--- src/rtl/adc_seq_pkg.sv ---
package adc_seq_pkg;
    typedef enum logic [2:0] {
        ST_OFF,
        ST_IDLE,
        ST_WAIT,
        ST_ALIGN,
        ST_CONV
    } seq_state_t;

    // log2 of the division ratio minus one for a select code
    function automatic logic [2:0] tap_index(input logic [2:0] sel);
        return (sel < 3'd2) ? 3'd0 : 3'(sel - 3'd1);
    endfunction
endpackage

--- src/rtl/adc_prescaler.sv ---
module adc_prescaler #(
    parameter int CNT_W = 7
) (
    input  logic       clk,
    input  logic       rst_n,
    input  logic       run,
    input  logic       restart,
    input  logic [2:0] sel,
    output logic       rise_tk,
    output logic       fall_tk
);
    import adc_seq_pkg::*;

    logic [CNT_W-1:0] cnt;
    logic [CNT_W-1:0] mask;
    logic [CNT_W-1:0] half_m1;
    logic [CNT_W-1:0] low;

    always_comb begin
        mask    = CNT_W'((1 << (tap_index(sel) + 1)) - 1);
        half_m1 = CNT_W'((1 << tap_index(sel)) - 1);
        low     = cnt & mask;
        rise_tk = run && !restart && (low == mask);
        fall_tk = run && !restart && (low == half_m1);
    end

    always_ff @(posedge clk or negedge rst_n) begin
        if (!rst_n)
            cnt <= '0;
        else if (!run || restart)
            cnt <= '0;
        else
            cnt <= cnt + 1'b1;
    end
endmodule

--- src/rtl/adc_trig_sync.sv ---
module adc_trig_sync #(
    parameter int STAGES = 2
) (
    input  logic clk,
    input  logic rst_n,
    input  logic async_in,
    output logic rise_evt
);
    logic [STAGES:0] shr;

    always_ff @(posedge clk or negedge rst_n) begin
        if (!rst_n)
            shr <= '0;
        else
            shr <= {shr[STAGES-1:0], async_in};
    end

    assign rise_evt = shr[STAGES-1] && !shr[STAGES];
endmodule

--- src/rtl/adc_conv_seq.sv ---
module adc_conv_seq #(
    parameter int RES_W      = 10,
    parameter int PRE_W      = 7,
    parameter int NORM_CYC   = 13,
    parameter int FIRST_CYC  = 25,
    parameter int SYNC_STG   = 2
) (
    input  logic             clk,
    input  logic             rst_n,
    input  logic             en,
    input  logic             start_set,
    input  logic [2:0]       psel,
    input  logic             auto_en,
    input  logic             trig_in,
    input  logic             free_run,
    input  logic             diff_mode,
    input  logic             flag_clr,
    input  logic [RES_W-1:0] din,
    output logic             busy,
    output logic             sh_strobe,
    output logic             done,
    output logic [RES_W-1:0] result,
    output logic             irq_flag
);
    import adc_seq_pkg::*;

    localparam int HW          = $clog2(2 * FIRST_CYC + 1);
    localparam logic [HW-1:0] NORM_END  = HW'(2 * NORM_CYC);
    localparam logic [HW-1:0] FIRST_END = HW'(2 * FIRST_CYC);
    localparam logic [HW-1:0] NORM_SH   = HW'(3);
    localparam logic [HW-1:0] FIRST_SH  = HW'(2 * (FIRST_CYC - NORM_CYC) + 3);

    seq_state_t state, nxt;
    logic [HW-1:0] half, half_nxt;
    logic          first_pend, start_bit;
    logic          rise_tk, fall_tk, tick, trig_evt, trig_go;
    logic          long_conv, hit_sh, hit_end;
    logic [HW-1:0] end_half, sh_half;

    adc_prescaler #(.CNT_W(PRE_W)) u_pre (
        .clk(clk), .rst_n(rst_n), .run(en), .restart(trig_go),
        .sel(psel), .rise_tk(rise_tk), .fall_tk(fall_tk)
    );

    adc_trig_sync #(.STAGES(SYNC_STG)) u_sync (
        .clk(clk), .rst_n(rst_n), .async_in(trig_in), .rise_evt(trig_evt)
    );

    always_comb begin
        tick      = rise_tk || fall_tk;
        trig_go   = en && auto_en && trig_evt && (state == ST_IDLE);
        long_conv = first_pend || (diff_mode && auto_en && !free_run);
        end_half  = long_conv ? FIRST_END : NORM_END;
        sh_half   = long_conv ? FIRST_SH : NORM_SH;
        hit_sh    = (state == ST_CONV) && tick && (half + 1'b1 == sh_half);
        hit_end   = (state == ST_CONV) && tick && (half + 1'b1 == end_half);
    end

    // next-state logic
    always_comb begin
        nxt      = state;
        half_nxt = half;
        if (!en) begin
            nxt = ST_OFF;
        end else begin
            unique case (state)
                ST_OFF:   nxt = ST_IDLE;
                ST_IDLE: begin
                    if (trig_go)
                        nxt = ST_ALIGN;
                    else if (start_bit || start_set)
                        nxt = ST_WAIT;
                end
                ST_WAIT: if (rise_tk) begin
                    nxt      = ST_CONV;
                    half_nxt = '0;
                end
                ST_ALIGN: if (fall_tk) begin
                    nxt      = ST_CONV;
                    half_nxt = '0;
                end
                ST_CONV: begin
                    if (hit_end) begin
                        nxt      = free_run ? ST_CONV : ST_IDLE;
                        half_nxt = '0;
                    end else if (tick) begin
                        half_nxt = half + 1'b1;
                    end
                end
                default:  nxt = ST_OFF;
            endcase
        end
    end

    // state register
    always_ff @(posedge clk or negedge rst_n) begin
        if (!rst_n) begin
            state <= ST_OFF;
            half  <= '0;
        end else begin
            state <= nxt;
            half  <= half_nxt;
        end
    end

    // outputs and architectural bits
    always_ff @(posedge clk or negedge rst_n) begin
        if (!rst_n) begin
            start_bit  <= 1'b0;
            first_pend <= 1'b1;
            irq_flag   <= 1'b0;
            result     <= '0;
            sh_strobe  <= 1'b0;
            done       <= 1'b0;
        end else begin
            sh_strobe <= hit_sh;
            done      <= hit_end;
            if (!en) begin
                start_bit  <= 1'b0;
                first_pend <= 1'b1;
            end else begin
                if (start_set || trig_go)
                    start_bit <= 1'b1;
                else if (hit_end && !free_run)
                    start_bit <= 1'b0;
                if (hit_end)
                    first_pend <= 1'b0;
            end
            if (hit_end) begin
                result   <= din;
                irq_flag <= 1'b1;
            end else if (flag_clr) begin
                irq_flag <= 1'b0;
            end
        end
    end

    assign busy = start_bit;
endmodule

--- config.mk ---
export PLATFORM = sky130hd
export DESIGN_NAME = adc_conv_seq
export DESIGN_NICKNAME = d
export VERILOG_FILES = /design/src/rtl/adc_seq_pkg.sv /design/src/rtl/adc_prescaler.sv /design/src/rtl/adc_trig_sync.sv /design/src/rtl/adc_conv_seq.sv
export SDC_FILE = /design/constraint.sdc
export NUM_CORES = 1
export LEC_CHECK = 0
export BUFFER_PORTS_ARGS = -buffer_cell sky130_fd_sc_hd__buf_2
export CAP_MARGIN = 10
export CORE_MARGIN = 3
export CORE_UTILIZATION = 58
export DETAILED_ROUTE_END_ITERATION = 6
export HOLD_SLACK_MARGIN = 0.05
export PLACE_DENSITY = 0.81
export SYNTH_ARGS = -nofsm -noshare
export SYNTH_HDL_FRONTEND = slang
export SYNTH_SLANG_ARGS = --single-unit
--- constraint.sdc ---
create_clock -name clk -period 3.1 [get_ports clk]
set_input_delay 0.465 -clock clk [delete_from_list [all_inputs] [get_ports clk]]
set_output_delay 0.465 -clock clk [all_outputs]
set_load 0.1 [all_outputs]
After elaboration in Yosys (flattened, before gate mapping)
Index checks and enable logic that the tools add are counted.
{"block": "totals", "regBits": 34}
{"block": "classes", "n_addsub": 6, "magnitude_cmp": 1, "n_eq_ne": 17, "n_shift": 2, "muxes": 24, "n_bitwise": 1, "n_reduce_logical": 27}
{"operator": "$shl 1x32->7 const A", "n": 1}
{"operator": "$mux 6", "n": 5}
{"operator": "$mux 3", "n": 8}
{"operator": "$pmux 6 s3", "n": 1}
{"operator": "$pmux 3 s5", "n": 1}
{"operator": "$eq 7x7->1", "n": 2}
{"operator": "$sub 7x2->7 const B", "n": 2}
{"operator": "$logic_and 1x1->1", "n": 13}
{"operator": "$ne 3x3->1 const B", "n": 4}
{"operator": "$add 7x1->7 const B", "n": 1}
{"operator": "$and 7x7->7", "n": 1}
{"operator": "$mux 1", "n": 7}
{"operator": "$mux 7", "n": 1}
{"operator": "$shl 1x3->7 const A", "n": 1}
{"operator": "$add 6x1->6 const B", "n": 1}
{"operator": "$eq 3x2->1 const B", "n": 2}
{"operator": "$eq 6x5->1", "n": 1}
{"operator": "$eq 6x6->1", "n": 1}
{"operator": "$logic_or 1x1->1", "n": 5}
{"operator": "$mux 5", "n": 1}
{"operator": "$reduce_and 5->1", "n": 1}
{"operator": "$add 3x1->4 const B", "n": 1}
{"operator": "$logic_not 1->1", "n": 4}
{"operator": "$ne 2x2->1 const B", "n": 2}
{"operator": "other kinds (11)", "n": 11}

Logic depth before layout (Yosys ltp)
Gate-level depths: netlist of run 1.
{"block": "logic_depth", "ltp_word": 15, "depth_mapped": 20}

Hierarchy
From an unflattened synthesis of run 1, not the netlist that was laid out.
{"block": "unflattened", "cells_unflattened": 251, "area_unflattened_um2": 2413.6}
{"mod": "adc_conv_seq", "instances": 1, "cells_each": 116, "area_each_um2": 1270.0}
{"mod": "adc_prescaler", "instances": 1, "cells_each": 131, "area_each_um2": 1054.8}
{"mod": "adc_trig_sync", "instances": 1, "cells_each": 4, "area_each_um2": 88.8}

Least setup slack after synthesis of run 1
OpenSTA, ideal clock, no wires.
{"block": "synth_timing", "path_type": "input-to-reg", "start": "input port psel[0]", "end": "register result[2]", "setup_ns": 0.126, "arrival_ns": 4.189, "t_required_ns": 2.974, "slack_ns": -1.215, "path_stages": 20, "cell_sequence": "buf_6 > inv_2 > ha_1 > buf_2 > buf_2 > nor3_1 > ha_1 > buf_1 > inv_1 > nand2_1 > ha_1 > nor4_1 > o21ai_1 > xnor2_2 > nand4_2 > o31ai_4 > nand3_2 > inv_2 > buf_12 > mux2_4"}
{"block": "synth_between", "elab_chain_len": 11, "elab_cells_between_ends": 16, "classes_between": "add/sub (4); order compare (1); eq/ne (2); shift (2); mux (1); bitwise (1); reduce/logical (5)"}
{"element": "start: declaration", "line": "adc_conv_seq.sv:12", "text": "input logic [2:0] psel,"}
{"element": "$sub 3x1->3 / $lt 3x2->1 (equally long branches)", "line": "adc_seq_pkg.sv:12", "text": "return (sel < 3'd2) ? 3'd0 : 3'(sel - 3'd1);"}
{"element": "$mux 3 *", "line": "adc_seq_pkg.sv:12"}
{"element": "$add 3x1->4", "line": "adc_prescaler.sv:20", "text": "mask = CNT_W'((1 << (tap_index(sel) + 1)) - 1);"}
{"element": "$shl 1x32->7", "line": "adc_prescaler.sv:20"}
{"element": "$sub 7x2->7", "line": "adc_prescaler.sv:20"}
{"element": "$and 7x7->7", "line": "adc_prescaler.sv:22", "text": "low = cnt & mask;"}
{"element": "$eq 7x7->1 (on tied branches)", "line": "adc_prescaler.sv:23, adc_prescaler.sv:24"}
{"element": "$logic_and 1x1->1 (on tied branches)", "line": "adc_prescaler.sv:23, adc_prescaler.sv:24"}
{"element": "$logic_or 1x1->1 *", "line": "adc_conv_seq.sv:50", "text": "tick = rise_tk || fall_tk;"}
{"element": "$logic_and 1x1->1 * (2 in a row)", "line": "adc_conv_seq.sv:56", "text": "hit_end = (state == ST_CONV) && tick && (half + 1'b1 == end_half);"}
{"element": "net hit_end", "line": "adc_conv_seq.sv:37", "text": "logic long_conv, hit_sh, hit_end;"}
{"element": "end signal: assignment", "line": "adc_conv_seq.sv:130", "text": "result <= din;"}
{"element": "end: declaration", "line": "adc_conv_seq.sv:22", "text": "output logic [RES_W-1:0] result,"}
The timed path passes the listed nets; every way through them passes the cells marked *.
A chain may end at the register's enable or synchronous reset.

Final worst setup path of run 1
{"block": "layout_timing", "start": "input port psel[0]", "end": "register result[4]"}
{"block": "layout_between", "elab_chain_len": 11, "elab_cells_between_ends": 16, "classes_between": "add/sub (4); order compare (1); eq/ne (2); shift (2); mux (1); bitwise (1); reduce/logical (5)"}
{"element": "$sub 3x1->3 / $lt 3x2->1 (equally long branches)", "line": "adc_seq_pkg.sv:12"}
{"element": "$mux 3 *", "line": "adc_seq_pkg.sv:12"}
{"element": "$add 3x1->4", "line": "adc_prescaler.sv:20"}
{"element": "$shl 1x32->7", "line": "adc_prescaler.sv:20"}
{"element": "$sub 7x2->7", "line": "adc_prescaler.sv:20"}
{"element": "$and 7x7->7", "line": "adc_prescaler.sv:22"}
{"element": "$eq 7x7->1 (on tied branches)", "line": "adc_prescaler.sv:23, adc_prescaler.sv:24"}
{"element": "$logic_and 1x1->1 (on tied branches)", "line": "adc_prescaler.sv:23, adc_prescaler.sv:24"}
{"element": "$logic_or 1x1->1 *", "line": "adc_conv_seq.sv:50"}
{"element": "$logic_and 1x1->1 * (2 in a row)", "line": "adc_conv_seq.sv:56"}
Every way passes the cells marked *; elsewhere a longest branch is shown, timed or not.

==> results of run 1 <==
## cells in the final DEF, fill, tap and decap left out, types with 3 or more instances in the layout
cell type / instances
nor3_1: 4
ha_1: 5
mux2_4: 10
nand3b_1: 3
ha_4: 3
nand4_1: 3
nor2_1: 18
nand2_1: 5
xor2_1: 6
buf_4: 41
inv_1: 12
o21ai_1: 3
o21ai_0: 9
clkbuf_8: 6
nor2b_1: 7
and3_1: 5
o31a_1: 4
or4_1: 4
dfrtp_1: 33
buf_6: 7
nand2b_1: 7
o21ai_2: 6
buf_2: 33
a31oi_1: 4
a21oi_1: 6
xnor2_1: 12
nand3_1: 13
## per-layer routing
metal,up-vias,global-route usage [%]
met3,23,7.62
met1,1233,36.9
met2,115,43.6
met4,0,9.60
li1,1148,-
met5,-,0
## Yosys cell counts (all sizes together), types with 3 or more instances
cell type	count
o31a	4
nor2b	9
or4	6
xor2	7
nor3	5
nand3	15
nor3b	3
nand2	8
o21ai	18
o22ai	3
dfrtp	33
nand3b	3
and3	5
a211oi	3
o31ai	3
buf	8
inv	16
a21boi	3
ha	10
xnor2	13
a31oi	5
mux2	10
or2	3
clkbuf	4
nand4	4
a21oi	7
nand2b	7
nor2	21
## worst min-delay path by stage
stage	startpoint	depth (start not counted)	endpoint
final	rst_n	1	half[1]$_DFFE_PN0P_
after global routing	trig_in	1	u_sync.shr[0]$_DFF_PN0_
after CTS	rst_n	1	half[3]$_DFFE_PN0P_
after detailed placement	u_sync.shr[0]$_DFF_PN0_	0	u_sync.shr[1]$_DFF_PN0_
after global placement	u_sync.shr[0]$_DFF_PN0_	0	u_sync.shr[1]$_DFF_PN0_
after floorplan	rst_n	0	busy$_DFFE_PN0P_
## per-stage QoR
| step | setup TNS (ps) | hold WS, ps | utilization [%] | worst slack, ps | total power, W |
|---|---|---|---|---|---|
| 6_report | -5110 | 237 | 85.1 | -309 | 0.00122 |
| 3_5_place_dp | -15560 | 336 | 76.1 | -752 | 0.000828 |
| 5_1_grt | -7310 | 273 | 85.1 | -403 | 0.00127 |
| 4_1_cts | -4150 | 261 | 82.2 | -299 | 0.00120 |
| 2_1_floorplan | -14670 | 169 | - | -813 | 0.000708 |
| 3_3_place_gp | -14220 | 333 | 76.1 | -695 | 0.000816 |
## registers in the layout, indices dropped and copies added (netlist names)
signal / count
result: 10
u_pre.cnt: 7
half: 6
state: 3
u_sync.shr: 3
busy: 1
done: 1
first_pend: 1
irq_flag: 1
sh_strobe: 1
## cell type report
type | instances | area (um2)
tap | 50 | 62.6
sequential | 34 | 852
multi-input combinational | 207 | 1760
fill | 210 | 613
inverter | 16 | 80.1
clock inverter | 2 | 12.5
timing repair buffer | 86 | 649
clock buffer | 6 | 82.6
## power groups by stage
stage	Clock [W]	Sequential [W]	Combinational (W)
floorplan	0	0.000489	0.000220
global placement	0	0.000485	0.000331
detailed placement	0	0.000486	0.000342
CTS	0.000350	0.000479	0.000367
global route	0.000370	0.000481	0.000419
finish	0.000345	0.000480	0.000391
## cells by family after synthesis
kind of cell             Yosys count  synth area share, %
AO/OA/AOI/OAI                     67                 19.4
XOR/XNOR                          20                 7.18
adder cells (fa/ha/maj)           10                 4.92
buffers and inverters             28                 5.80
multiplexers                      12                 6.39
AND/OR/NAND/NOR                   98                 22.8
flip-flops                        34                 33.5
## what timing repair did
item / 4_1_cts / 5_1_grt
gates cloned: 1 / 0
hold endpoints to repair: 0 / 0
pin swaps: 8 / 12
setup buffers: 3 / 7
hold buffers: 0 / 0
setup endpoints to repair: 24 / 24
resized for setup: 30 / 17
==> results.txt, run 1 <==
# rows - 23
Overall die height - 72.2 um
Post-synth EDFFs - 0
Boundary pin count - 36
Final min period - 3410 ps
MaxCap Viol Count - 0
Synth Area per Inst - 9.46 um2
Seq pwr share - 39.5%
First DRT Iteration DRCs - 274
Total CTS buffers - 5
Critical path endpoint - result[4]$_DFFE_PN0P_
Total congestion overflow - 0
Layout Nets - 382
Drt drc - 0
Number of routed nets with antenna violations - 0
CTS tree - yes
Run status - complete, but fails checks
Hold Violations, Final - 0
Cell internal pwr - 0.000819 W
RSZ-0062 raised after global routing - true
Switching part of the total - 32.6%
M1 WL - 3030 um
Worst hold path class - in2async
Fmax - 0.293 GHz
Leakage Power - 1.62 nW
Critical path capture point type - register
Launch point of the worst path - psel[0]
Global-route wire length before repair - 11200 um
Worst R2R Path Depth - 10
Setup crit start kind - input port
Final cell count without fillers - 401
Net Switching - 0.000396 W
CP cell instances - buf_8, inv_8, ha_4, and3b_4, or2_4, ha_4, buf_12, o31a_1, o21bai_1, nand3_1, or4_4, o31ai_4, nand3_2, clkinv_4, buf_12, mux2_4
Max Buffers Root-to-Sink - 2
Pre-antenna DRT Iters - 5
Width of the die - 72.2 um
Root buf cell - clkbuf_8
Max-slew headroom - 50.5%
Synth top area cells - dfrtp_1 (32%), ha_1 (4.9%), mux2_4 (4.7%), xnor2_1 (4.1%), nor2_1 (2.8%)
Final setup skew - 4.87 ps
WL met2 - 3650 um
CP required - 3270 ps
Routed wl met3 - 475 um
Detailed-route via count - 2519
Reg2reg start - state[0]$_DFFE_PN0P_
Worst-path clk slew - 70 ps
Port bufs - 35
Main synth FF type - dfrtp_1
Routed length per instance - 18.2 um
Worst path depth - 16
Setup-failing EPs final - 21
Sequential share of the synthesized area - 33.5%
Finished Cell Area - 0.00350 mm2
Post-DP HPWL - 4760 um
H-tree Lvls - 2
Slew at the pin closest to its max-slew limit - 742 ps
Max VDD drop - 0.338 mV
Routability cong. - 0.918
Core Area - 0.00412 mm2
PD cells - 347 mW/mm2
Synth warn - 0
Via/cell ratio - 6.28
Syn_nets - 301
WL final - 7300 um
Initial antenna violation count - 0
# clock sinks - 34
Worst-Skew Late Latency - 280 ps
Synth top area share - 32.4%
Layout cells sized above 1 - 44.4%
Post-route setup slack - -309 ps
Period utilisation layout - 110%
Buffer and inverter count on the worst path - 5
Critical path class - in2reg
GRT Total Usage - 27.7%
Ant. Diodes - 0
Crit-path max cell delay - 580 ps
Placed instance area - 0.00313 mm2
Mapped Area - 0.00254 mm2
Top Metal Used - met4
Largest net degree at the start of global routing - 35
Async SR Flop Fraction - 100%
Worst path slowest cell - or4_4
Synth unique cells - 72
Worst reg2reg endpoint - result[4]$_DFFE_PN0P_
Clock group share of total power - 28.3%
CP max FO - 6
Combinational Power Share - 32.2%
R2R setup slack - 280 ps
Leading area contributor after synthesis - dfrtp_1
Synthesis-to-layout area growth - 37.6%
Die area - 0.00522 mm2
Top delay family on crit path - simple AND/OR/NAND/NOR gates
Slew Limit Fails - 0
Cells after Synth - 269
Dpl cells - 383
Yosys reg bits - 34
Vias in the first global route - 2396
CP Data Arrival Time - 3580 ps
Initial Util - 61.8%
Failing checks - setup timing
Note: power is estimated with default switching activity, not from simulation.
==> run 2, diff against run 1 <==
REMOVE_ABC_BUFFERS = 1   (was default)
==> results.txt, run 2 (same netlist as run 1, synthesis figures left out) <==
Critical path class - in2reg
Global-route wire length before repair - 13100 um (+17%)
Net Switching - 0.000438 W (+11%)
CP max FO - 7 (+1)
Max VDD drop - 0.392 mV (+16%)
Setup-failing EPs final - 24 (+14%)
Width of the die - 72.2 um (unchanged)
Place WS - -967 ps (-216 ps)
Final min period - 3690 ps (+286 ps)
H-tree Lvls - 2 (unchanged)
GRT Total Usage - 32.6% (+4.9 points)
Period utilisation layout - 119% (+9.2 points)
Vias in the first global route - 2534 (+5.8%)
Post-CTS Hold Fix Bufs - 0 (unchanged)
Ant. Diodes - 0 (unchanged)
Reg2reg start - u_pre.cnt[3]$_DFF_PN0_
Critical path endpoint - half[4]$_DFFE_PN0P_
Fmax - 0.271 GHz (-7.7%)
Worst R2R Path Depth - 10 (unchanged)
Launch point of the worst path - psel[0]
Total CTS buffers - 5 (unchanged)
Biggest regs - result x10, u_pre.cnt x7, half x6
Worst hold path class - in2async
CTS tree - yes
Boundary pin count - 36 (unchanged)
Clock group share of total power - 32.3% (+4.0 points)
WL final - 9650 um (+32%)
Core Area - 0.00412 mm2 (unchanged)
Routed length per instance - 24.2 um (+33%)
Synthesis-to-layout area growth - 39.2%
Layout cells sized above 1 - 45.6% (+1.1 points)
Port bufs - 35 (unchanged)
CP Data Arrival Time - 3920 ps (+340 ps)
RSZ-0062 raised after global routing - true
Post-route setup slack - -595 ps (-286 ps)
Total congestion overflow - 0 (unchanged)
Most frequent cells in the layout - buf_4 (39), dfrtp_1 (33), buf_2 (33), nor2_1 (18), nand3_1 (13)
Initial antenna violation count - 0 (unchanged)
Worst reg2reg endpoint - half[4]$_DFFE_PN0P_
Detailed-route via count - 2780 (+10%)
Overall die height - 72.2 um (unchanged)
Max Buffers Root-to-Sink - 2 (unchanged)
Via/cell ratio - 6.97 (+11%)
R2R setup slack - 220 ps (-60 ps)
Drt drc - 2 (+2)
M1 WL - 3500 um (+15%)
Root buf cell - clkbuf_8
Combinational Power Share - 32.0% (-0.2 points)
Critical path capture point type - register
MaxCap Viol Count - 0 (unchanged)
Slew at the pin closest to its max-slew limit - 860 ps (+117 ps)
Util after Layout - 86.1% (+0.97 points)
Hold WS - 235 ps (-1.49 ps)
Cell internal pwr - 0.000913 W (+11%)
Largest net degree at the start of global routing - 35 (unchanged)
Hold Violations, Final - 0 (unchanged)
Switching part of the total - 32.4% (-0.17 points)
Largest register by flop count - result
WL met2 - 4540 um (+25%)
Pre-antenna DRT Iters - 7 (+2)
Post-route setup TNS - -10840 ps (-5730 ps)
# rows - 23 (unchanged)
PD cells - 381 mW/mm2 (+9.9%)
Worst-Skew Late Latency - 290 ps (about the same)
Setup crit start kind - input port
Slew Limit Fails - 0 (unchanged)
Initial Util - 61.8% (unchanged)
Most common cell after layout, fill and taps aside - buf_4
Leakage Power - 1.61 nW (-0.56%)
Die area - 0.00522 mm2 (unchanged)
Seq pwr share - 35.7% (-3.8 points)
Run status - complete, but fails checks
Number of routed nets with antenna violations - 0 (unchanged)
Routed wl met3 - 887 um (+87%)
Max-slew headroom - 42.4% (-8.1 points)
Routability cong. - 0.888 (-3.2%)
Final setup skew - 5.61 ps (+0.746 ps)
Layout Nets - 380 (-0.52%)
First DRT Iteration DRCs - 320 (+17%)
CP required - 3330 ps (+60 ps)
# clock sinks - 34 (unchanged)
Post-DP HPWL - 4440 um (-6.6%)
Worst-path clk slew - 80 ps (about the same)
Top Metal Used - met4
Failing checks - DRC, setup timing
Largest register FFs - 10 (unchanged)
-- run 2: changes by cell type in the layout (fill, tap and decap cells not counted), sizes merged --
cell / before / now
clkbuf: 6 / 8
buf: 86 / 83
clkinv: 2 / 0
inv: 15 / 16
bufinv: 0 / 1
clkinvlp: 1 / 0
-- run 2: area by class of cell --
type	instances	area [um2]
repair buffers	84	623
inverters	16	70.1
clock inverters	1	30.0
fillers	177	573
flip-flops and latches	34	852
clock buffers	7	86.3
well taps	50	62.6
multi-input cells	207	1820
-- run 2: through the flow --
step           cell area (um2)  std cells  total power [W]
2_1_floorplan             2460        257         0.000663
3_3_place_gp              2990        379         0.000774
3_5_place_dp              2990        379         0.000782
4_1_cts                   3350        395          0.00125
5_1_grt                   3540        399          0.00139
6_report                  3540        399          0.00135
-- run 2: timing repair --
item                       4_1_cts  5_1_grt
cloned                           0        1
resized for setup               44       25
setup endpoints to repair       24       24
pin swaps                       19       12
buffers inserted                10        3
-- run 2: power groups by stage --
stage | clock, W | sequential (W) | combinational [W]
2_1_floorplan | 0 | 0.000489 | 0.000175
3_3_place_gp | 0 | 0.000486 | 0.000288
3_5_place_dp | 0 | 0.000487 | 0.000295
4_1_cts | 0.000433 | 0.000479 | 0.000340
5_1_grt | 0.000453 | 0.000485 | 0.000455
6_report | 0.000436 | 0.000483 | 0.000432
-- run 2: how the worst min path moves through the flow --
stage	start	end	slack [ps]	cells past startpoint
after floorplan	rst_n	busy$_DFFE_PN0P_	170	0
after detailed placement	u_sync.shr[0]$_DFF_PN0_	u_sync.shr[1]$_DFF_PN0_	350	0
after global placement	u_sync.shr[0]$_DFF_PN0_	u_sync.shr[1]$_DFF_PN0_	330	0
after global routing	rst_n	irq_flag$_DFFE_PN0P_	260	1
final	rst_n	irq_flag$_DFFE_PN0P_	240	1
after CTS	rst_n	half[5]$_DFFE_PN0P_	250	1
-- run 2: per-layer routing --
metal	track usage, %	vias up
met1	42.5	1313
met3	5.82	85
li1	-	1135
met5	0	-
met4	11.1	0
met2	54.7	247
-- run 2: worst max-delay path, cell delays in order --
cell	delay, ps
buf_8	80
inv_4	40
ha_4	160
buf_4	130
nor2b_1	190
or2_4	180
ha_4	210
inv_4	70
nand2_2	60
ha_4	200
a2111oi_4	300
a31o_1	200
buf_6	130
o211a_1	170
o22ai_2	120
o31ai_4	330
buf_6	180
nand2_8	60
or4_4	540
nand3_2	90
==> run 3, diff against run 2 <==
RECOVER_POWER = 50   (was default)
==> results.txt, run 3 (same netlist as run 1, synthesis figures left out) <==
Max Buffers Root-to-Sink - 2 (unchanged)
PD cells - 381 mW/mm2 (about the same)
Overall power - 0.00135 W (about the same)
GRT Total Usage - 32.6% (unchanged)
Dpl cells - 379 (unchanged)
Critical path class - in2reg
Area of the multi-input gates - 0.00182 mm2 (unchanged)
H-tree Lvls - 2 (unchanged)
Vias in the first global route - 2534 (unchanged)
Post-route setup TNS - -10840 ps (unchanged)
Ant. Diodes - 0 (unchanged)
Hold EP - u_sync.shr[0]$_DFF_PN0_
Layout Nets - 380 (unchanged)
CP max FO - 7 (unchanged)
Drt drc - 2 (unchanged)
Via/cell ratio - 6.97 (unchanged)
Largest register by flop count - result
Max-slew headroom - -21.2% (-64 points)
CP Data Arrival Time - 3920 ps (about the same)
Met1 usage - 42.5% (unchanged)
Register area - 852 um2 (unchanged)
Min-delay src - trig_in
Setup crit start kind - input port
Number of routed nets with antenna violations - 0 (unchanged)
Finished Cell Area - 0.00354 mm2 (about the same)
Root buf cell - clkbuf_8
Slew Limit Fails - 35 (+35)
R2R setup slack - 220 ps (about the same)
Worst hold path class - in2reg
Critical path capture point type - register
Most frequent cells in the layout - buf_4 (39), dfrtp_1 (33), buf_2 (32), nor2_1 (18), nand3_1 (13)
Worst reg2reg endpoint - half[4]$_DFFE_PN0P_
RSZ-0062 raised after global routing - true
Worst R2R Path Depth - 10 (unchanged)
Reg2reg start - u_pre.cnt[3]$_DFF_PN0_
CTS tree - yes
Final min period - 3690 ps (unchanged)
Leakage Power - 1.61 nW (-0.17%)
# clock sinks - 34 (unchanged)
Final setup skew - 5.61 ps (unchanged)
Detailed-route via count - 2780 (unchanged)
Post-CTS Hold Fix Bufs - 0 (unchanged)
MaxCap Viol Count - 1 (+1)
# fillers - 177 (unchanged)
Worst-path clk slew - 80 ps (about the same)
Post-DP HPWL - 4440 um (unchanged)
Met2 usage - 54.7% (unchanged)
Pre-antenna DRT Iters - 7 (unchanged)
Place WS - -967 ps (unchanged)
Overall die height - 72.2 um (unchanged)
Synthesis-to-layout area growth - 39.1% (about the same)
Initial Util - 61.8% (unchanged)
Routed length per instance - 24.2 um (about the same)
Boundary pin count - 36 (unchanged)
Routability cong. - 0.888 (unchanged)
Met3 Resource Use GR - 5.82% (unchanged)
Largest net degree at the start of global routing - 35 (unchanged)
Core Area - 0.00412 mm2 (unchanged)
Peak-usage layer in the global routing report - met2
Largest register FFs - 10 (unchanged)
Failing checks - DRC, capacitance limit, slew limit, setup timing
Worst-Skew Late Latency - 290 ps (about the same)
Slew at the pin closest to its max-slew limit - 1820 ps (+959 ps)
Biggest regs - result x10, u_pre.cnt x7, half x6
Port bufs - 35 (unchanged)
Total congestion overflow - 0 (unchanged)
Final cell count without fillers - 399 (unchanged)
Fmax - 0.271 GHz (unchanged)
Total CTS buffers - 5 (unchanged)
Post-route setup slack - -595 ps (unchanged)
Placed instance area - 0.00299 mm2 (unchanged)
WHS Path Cells - 1
Initial antenna violation count - 0 (unchanged)
First DRT Iteration DRCs - 320 (unchanged)
Hold Violations, Final - 0 (unchanged)
Most common cell after layout, fill and taps aside - buf_4
WL final - 9650 um (about the same)
CP required - 3330 ps (about the same)
Run status - complete, but fails checks
Setup-failing EPs final - 24 (unchanged)
Width of the die - 72.2 um (unchanged)
Period utilisation layout - 119% (unchanged)
Global-route wire length before repair - 13100 um (unchanged)
Layout cells sized above 1 - 45.3% (-0.29 points)
# rows - 23 (unchanged)
Max VDD drop - 0.392 mV (about the same)
Die area - 0.00522 mm2 (unchanged)
==> run 3: cell types whose count changed in the layout (fill, tap and decap cells not counted) <==
cell / delta
buf_2: -1
clkbuf_1: +1
==> run 3: report_power, final <==
group | switching (W) | internal [W]
registers | 0.0000240 | 0.000459
logic | 0.000240 | 0.000192
clock network | 0.000174 | 0.000262
==> run 3: routing by layer <==
layer,up-vias,share of wire (%)
li1,1135,-
met1,1313,36
met2,247,47
met3,85,9.2
met4,0,7.5
met5,-,0
==> run 3: how the worst max path moves through the flow <==
stage / start / endpoint / slack, ps / cells after the start
final: psel[0] / half[4]$_DFFE_PN0P_ / -590 / 20
after CTS: psel[1] / half[4]$_DFFE_PN0P_ / -350 / 17
after floorplan: psel[0] / result[0]$_DFFE_PN0P_ / -1030 / 16
after global routing: psel[0] / half[4]$_DFFE_PN0P_ / -670 / 19
after global placement: psel[0] / result[0]$_DFFE_PN0P_ / -840 / 18
after detailed placement: psel[0] / result[0]$_DFFE_PN0P_ / -970 / 18
==> run 3: repair_timing <==
action                     CTS  global route
pin swaps                   19            12
resized for setup           44            25
buffers inserted            10             3
cloned                       0             1
setup endpoints to repair   24            24
==> run 3: critical path, stage by stage <==
cell,delay [ps]
buf_8,80
inv_4,40
ha_4,160
buf_4,130
nor2b_1,190
or2_4,180
ha_4,210
inv_4,70
nand2_2,60
ha_4,200
a2111oi_4,300
a31o_1,200
buf_6,130
o211a_1,170
o22ai_2,120
o31ai_4,330
buf_6,180
nand2_8,60
or4_4,540
nand3_2,90
==> run 3: area by class of cell <==
type | instances | share of cell area (%)
multi-input combinational | 207 | 51.3
sequential | 34 | 24.1
timing repair buffer | 84 | 17.6
clock buffer | 7 | 2.44
inverter | 16 | 1.98
tap | 50 | 1.77
clock inverter | 1 | 0.848
==> run 3: stage by stage <==
step	hold slack [ps]	util, %
2_1_floorplan	169	-
5_1_grt	270	86.0
3_3_place_gp	335	72.5
6_report	275	86.0
4_1_cts	252	81.4
3_5_place_dp	349	72.5
